`src/rtl/gpio_pair_irq.sv`:
```
module gpio_pair_irq #(
  parameter int          W0       = 32,
  parameter int          W1       = 32,
  parameter bit          DUAL     = 1'b1,
  parameter logic [31:0] OUT0_RST = 32'h0,
  parameter logic [31:0] DIR0_RST = 32'hFFFF_FFFF,
  parameter logic [31:0] OUT1_RST = 32'h0,
  parameter logic [31:0] DIR1_RST = 32'hFFFF_FFFF
) (
  input  logic          clk,
  input  logic          rst_n,
  input  logic [8:0]    bus_addr,
  input  logic          bus_we,
  input  logic [31:0]   bus_wdata,
  output logic [31:0]   bus_rdata,
  input  logic [W0-1:0] pin0_in,
  output logic [W0-1:0] pin0_out,
  output logic [W0-1:0] pin0_oe,
  input  logic [W1-1:0] pin1_in,
  output logic [W1-1:0] pin1_out,
  output logic [W1-1:0] pin1_oe,
  output logic          irq
);

  localparam logic [8:0] A_D0  = 9'h000;
  localparam logic [8:0] A_T0  = 9'h004;
  localparam logic [8:0] A_D1  = 9'h008;
  localparam logic [8:0] A_T1  = 9'h00C;
  localparam logic [8:0] A_GIE = 9'h11C;
  localparam logic [8:0] A_ISR = 9'h120;
  localparam logic [8:0] A_IER = 9'h128;

  logic [W0-1:0] out0, dir0, s0a, s0b, s0c;
  logic [W1-1:0] out1, dir1;
  logic [31:0]   rd0, rd1;
  logic          chg0, chg1;
  logic [1:0]    status, ien, clr;
  logic          gie;

  always_ff @(posedge clk) begin
    if (!rst_n) begin
      out0 <= OUT0_RST[W0-1:0];
      dir0 <= DIR0_RST[W0-1:0];
      s0a  <= '0;
      s0b  <= '0;
      s0c  <= '0;
    end else begin
      if (bus_we && bus_addr == A_D0) out0 <= bus_wdata[W0-1:0];
      if (bus_we && bus_addr == A_T0) dir0 <= bus_wdata[W0-1:0];
      s0a <= pin0_in;
      s0b <= s0a;
      s0c <= s0b;
    end
  end

  assign chg0     = |((s0b ^ s0c) & dir0);
  assign pin0_out = out0;
  assign pin0_oe  = ~dir0;
  assign rd0      = 32'((s0b & dir0) | (out0 & ~dir0));

  generate
    if (DUAL) begin : g_ch1
      logic [W1-1:0] s1a, s1b, s1c;
      always_ff @(posedge clk) begin
        if (!rst_n) begin
          out1 <= OUT1_RST[W1-1:0];
          dir1 <= DIR1_RST[W1-1:0];
          s1a  <= '0;
          s1b  <= '0;
          s1c  <= '0;
        end else begin
          if (bus_we && bus_addr == A_D1) out1 <= bus_wdata[W1-1:0];
          if (bus_we && bus_addr == A_T1) dir1 <= bus_wdata[W1-1:0];
          s1a <= pin1_in;
          s1b <= s1a;
          s1c <= s1b;
        end
      end
      assign chg1     = |((s1b ^ s1c) & dir1);
      assign rd1      = 32'((s1b & dir1) | (out1 & ~dir1));
      assign pin1_out = out1;
      assign pin1_oe  = ~dir1;
    end else begin : g_no_ch1
      assign out1     = '0;
      assign dir1     = '1;
      assign chg1     = 1'b0;
      assign rd1      = 32'h0;
      assign pin1_out = '0;
      assign pin1_oe  = '0;

      assert_single_quiet_R10: assert property (@(posedge clk) disable iff (!rst_n)
        !status[1] && !ien[1] && pin1_oe == '0);
    end
  endgenerate

  assign clr = (bus_we && bus_addr == A_ISR) ? bus_wdata[1:0] : 2'b00;

  always_ff @(posedge clk) begin
    if (!rst_n) begin
      status <= 2'b00;
      ien    <= 2'b00;
      gie    <= 1'b0;
    end else begin
      status <= (status & ~clr) | {chg1, chg0};
      if (bus_we && bus_addr == A_IER) ien <= bus_wdata[1:0] & {DUAL, 1'b1};
      if (bus_we && bus_addr == A_GIE) gie <= bus_wdata[31];
    end
  end

  assign irq = gie & |(status & ien);

  always_comb begin
    case (bus_addr)
      A_D0:    bus_rdata = rd0;
      A_T0:    bus_rdata = 32'(dir0);
      A_D1:    bus_rdata = rd1;
      A_T1:    bus_rdata = DUAL ? 32'(dir1) : 32'h0;
      A_GIE:   bus_rdata = {gie, 31'h0};
      A_ISR:   bus_rdata = {30'h0, status};
      A_IER:   bus_rdata = {30'h0, ien};
      default: bus_rdata = 32'h0;
    endcase
  end

  assert_status_sticky_R4: assert property (@(posedge clk) disable iff (!rst_n)
    (status[0] && !(bus_we && bus_addr == A_ISR && bus_wdata[0])) |=> status[0]);

  assert_change_wins_R6: assert property (@(posedge clk) disable iff (!rst_n)
    chg0 |=> status[0]);

  assert_clear_takes_R6: assert property (@(posedge clk) disable iff (!rst_n)
    (bus_we && bus_addr == A_ISR && bus_wdata[0] && !chg0) |=> !status[0]);

  assert_gie_off_R7: assert property (@(posedge clk) disable iff (!rst_n)
    (bus_we && bus_addr == A_GIE && !bus_wdata[31]) |=> !irq);

  assert_dir_drives_oe_R2: assert property (@(posedge clk) disable iff (!rst_n)
    (bus_we && bus_addr == A_T0) |=> (pin0_oe == ~$past(bus_wdata[W0-1:0])));

endmodule

```
`config.mk`:
```
export PLATFORM = sky130hd
export DESIGN_NAME = gpio_pair_irq
export DESIGN_NICKNAME = d
export VERILOG_FILES = /design/src/rtl/gpio_pair_irq.sv
export SDC_FILE = /design/constraint.sdc
export NUM_CORES = 1
export LEC_CHECK = 0
export ABC_AREA = 1
export BUFFER_PORTS_ARGS = -buffer_cell sky130_fd_sc_hd__clkbuf_2
export CAP_MARGIN = 20
export CORE_ASPECT_RATIO = 1.2
export CORE_MARGIN = 8
export CORE_UTILIZATION = 45
export DETAILED_ROUTE_END_ITERATION = 16
export GPL_ROUTABILITY_DRIVEN = 1
export GPL_TIMING_DRIVEN = 0
export PLACE_DENSITY_LB_ADDON = 0.05
export SLEW_MARGIN = 20
export SYNTH_ARGS = -nofsm -noshare
export SYNTH_HDL_FRONTEND = slang
export SYNTH_SLANG_ARGS = --single-unit
```
`constraint.sdc`:
```
create_clock -name clk -period 1.8 [get_ports clk]
set_clock_uncertainty 0.2 [all_clocks]
set_input_delay 0.09 -clock clk [delete_from_list [all_inputs] [get_ports clk]]
set_output_delay 0.09 -clock clk [all_outputs]
set_load 0.03 [all_outputs]
```
==> results.cfg <==
[run_status]
status = finished, violations left
failed_checks = negative setup slack

[logic_synthesis]
seq_area_frac_synth_pct = 49.3
synthTopCellsByArea = dfxtp_1 (49%), nand2_1 (17%), inv_1 (12%)
synth_seq_cells = 325
syn_nets = 1990
synth.distinct_cells = 24
synth.largest_area_cell = dfxtp_1
syn_area_per_cell_um2 = 7.02
yosysWarnings = 0
syn_inst = 1882
synth_top_area_share_pct = 49.3
syn_area_um2 = 13200

[layout]
final_cell_mix = nand2_1 (582), inv_1 (429), dfxtp_1 (274), clkbuf_2 (234), dlygate4sd3_1 (105)
final_area_um2 = 18000
area_growth_pct = 36.5
final_common_cell = nand2_1
n_antenna_cell = 0
nets = 2420
drive_above_1_share_pct = 20.3

[placed_design]
finalWeightedCongestion = 0.834
postPlaceCellArea_um2 = 15000
pre_cts_ws_ns = -0.508
portBuffers = 266
hpwl_um = 32100

[clock_network]
cts.sinks = 325
cts_tree = done
htree_levels = 2
insertion_delay_ns = 0.50
clk_pin_slew_ns = 0.06
clock_path_buffers = 3
cts_buffers = 35
root_buffer = clkbuf_16

[route]
ant_nets = 0
wl_um = 45200
viasPerCell = 4.84
drc = 0
dr.first_iter.drc_count = 943
wl_per_cell_um = 16.6
vias = 13173
drt_first_pass_iters = 5

[timing]
grt_setup_unrepaired = yes
slew_viol_final = 0
final_hold_viol_count = 0
period_minus_slack_ns = 1.84
setup_violations = 10
fin_ws_ns = -0.0394
final.setup.tns_ns = -0.165
whs_ns = 0.0480
finalCritPeriodShare_pct = 102
fmax_mhz = 544
slew_headroom_pct = 37.8
tightest_slew_ns = 0.933

[critical_path]
cp.arrival_ns = 1.55
cpMaxStageDelayCell = nor3_4
critPathKind = primary input to output pin
cp_top_family = buffers and inverters
worst_setup_path_end_kind = output pin
timing.critical_path.buf_inv = 4
crit_path_start_kind = primary input
cpPeakStageDelay_ns = 0.25
required_ns = 1.51
cp_common_cell = clkbuf_8
cp_max_fo = 10
crit_chain = clkbuf_2 -> inv_1 -> nand3_2 -> nor3_4 -> nand2_4 -> clkbuf_8 -> o2111ai_2 -> clkbuf_8

[grt]
first_global_vias = 12545
grt_pass1_wl_um = 68400
grt_max_degree = 14
antenna_found_initial = 0
gr-usage-all-layers_pct = 25.1
grt_overflow = 0

[die]
row_count = 68
dieArea_um2 = 35100
fp.dieH_um = 204
initial_core_util_pct = 45.8
coreArea_um2 = 28800
die_x_um = 172
ios = 269

[power]
peakVddDrop_uv = 909
powerDensity_nw_per_um2 = 879
power.leakage_nw = 9.72

[run]
drv_cap = 0

[worst_hold_path]
hold_path.class = primary input to flip-flop
metal layers:
metal / GRT usage, % / share of wire, % / vias up
li1: - / - / 6564
met1: 30.0 / 41 / 6082
met2: 43.3 / 48 / 431
met3: 4.99 / 6.9 / 96
met4: 9.96 / 3.8 / 0
met5: 0 / 0 / -
final cells by class:
class | instances | area [µm²]
clock buffer | 56 | 1080
buffer | 76 | 479
clock inverter | 4 | 95.1
multi-input combinational | 1044 | 4950
inverter | 437 | 1650
timing repair buffer | 393 | 2720
sequential | 325 | 6580
tap | 385 | 482
fill | 2640 | 10800
path summary, 6_finish.rpt:
kind / cells after the start / slack, ns / to / from
max: 8 / -0.04 / bus_rdata[20] / bus_addr[4]
min: 6 / 0.05 / pin0_out[0] / bus_addr[5]
max reg2reg: 9 / 0.14 / status[1] / g_ch1.s1b[5]
min reg2reg: 2 / 0.21 / g_ch1.s1b[9] / g_ch1.s1a[9]
power breakdown:
group | total, mW | internal, mW | switching, mW
clock | 7.34 | 4.51 | 2.83
sequential | 7.47 | 7.37 | 0.102
combinational | 1.03 | 0.436 | 0.596
total | 15.8 | 12.3 | 3.52
repair_timing:
action,4_1_cts,5_1_grt
endpoints found under the hold margin,197,0
resized for setup,148,106
buffers inserted,13,7
pin swaps,13,13
endpoints found under the setup margin,32,73
hold buffers,105,0
gates cloned,1,1
registers in the layout, indices dropped and copies added, names as in the netlist, 32 cells and up:
name and flops:
dir0 32, g_ch1.s1c 32, s0c 32, g_ch1.s1a 32
pin0_out 32, dir1 32, s0a 32, pin1_out 32
s0b 32, g_ch1.s1b 32
Yosys cell counts:
library cell    n
nor2_2          3
or2_2           7
nor2_4          3
buf_1           2
nor2_1         69
nor3_2          3
nor3_1         32
o2111ai_1      29
buf_4           3
o211ai_1       66
nand3b_1        1
clkbuf_1       51
dfxtp_1       325
a21oi_1        37
o21ai_0       132
nand3_1        69
inv_1         434
buf_2          20
nand2_2         2
nor4_1          1
inv_2           3
o21ai_1         3
nand4_1         2
nand2_1       585
cell families after synthesis:
| logic type | count (synthesis) | synth area share (%) |
|---|---|---|
| flip-flops | 325 | 49.3 |
| AND/OR/NAND/NOR | 777 | 23.7 |
| AO/OA/AOI/OAI | 267 | 12.2 |
| buffers and inverters | 513 | 14.9 |
worst min-delay path: cells and delay by family:
kind / cells / cell delay, ns
buffers and inverters: 2 / 0.30
AND/OR/NAND/NOR: 4 / 0.30
through the flow:
stage | instances | total power [mW] | utilization [%]
after floorplan | 1882 | 8.07 | -
after global placement | 2533 | 8.44 | 52.1
after detailed placement | 2533 | 8.46 | 52.1
after CTS | 2712 | 16.0 | 61.7
after global routing | 2720 | 16.4 | 62.5
final | 2720 | 15.8 | 62.5
Note: power is estimated with default switching activity, not from simulation.
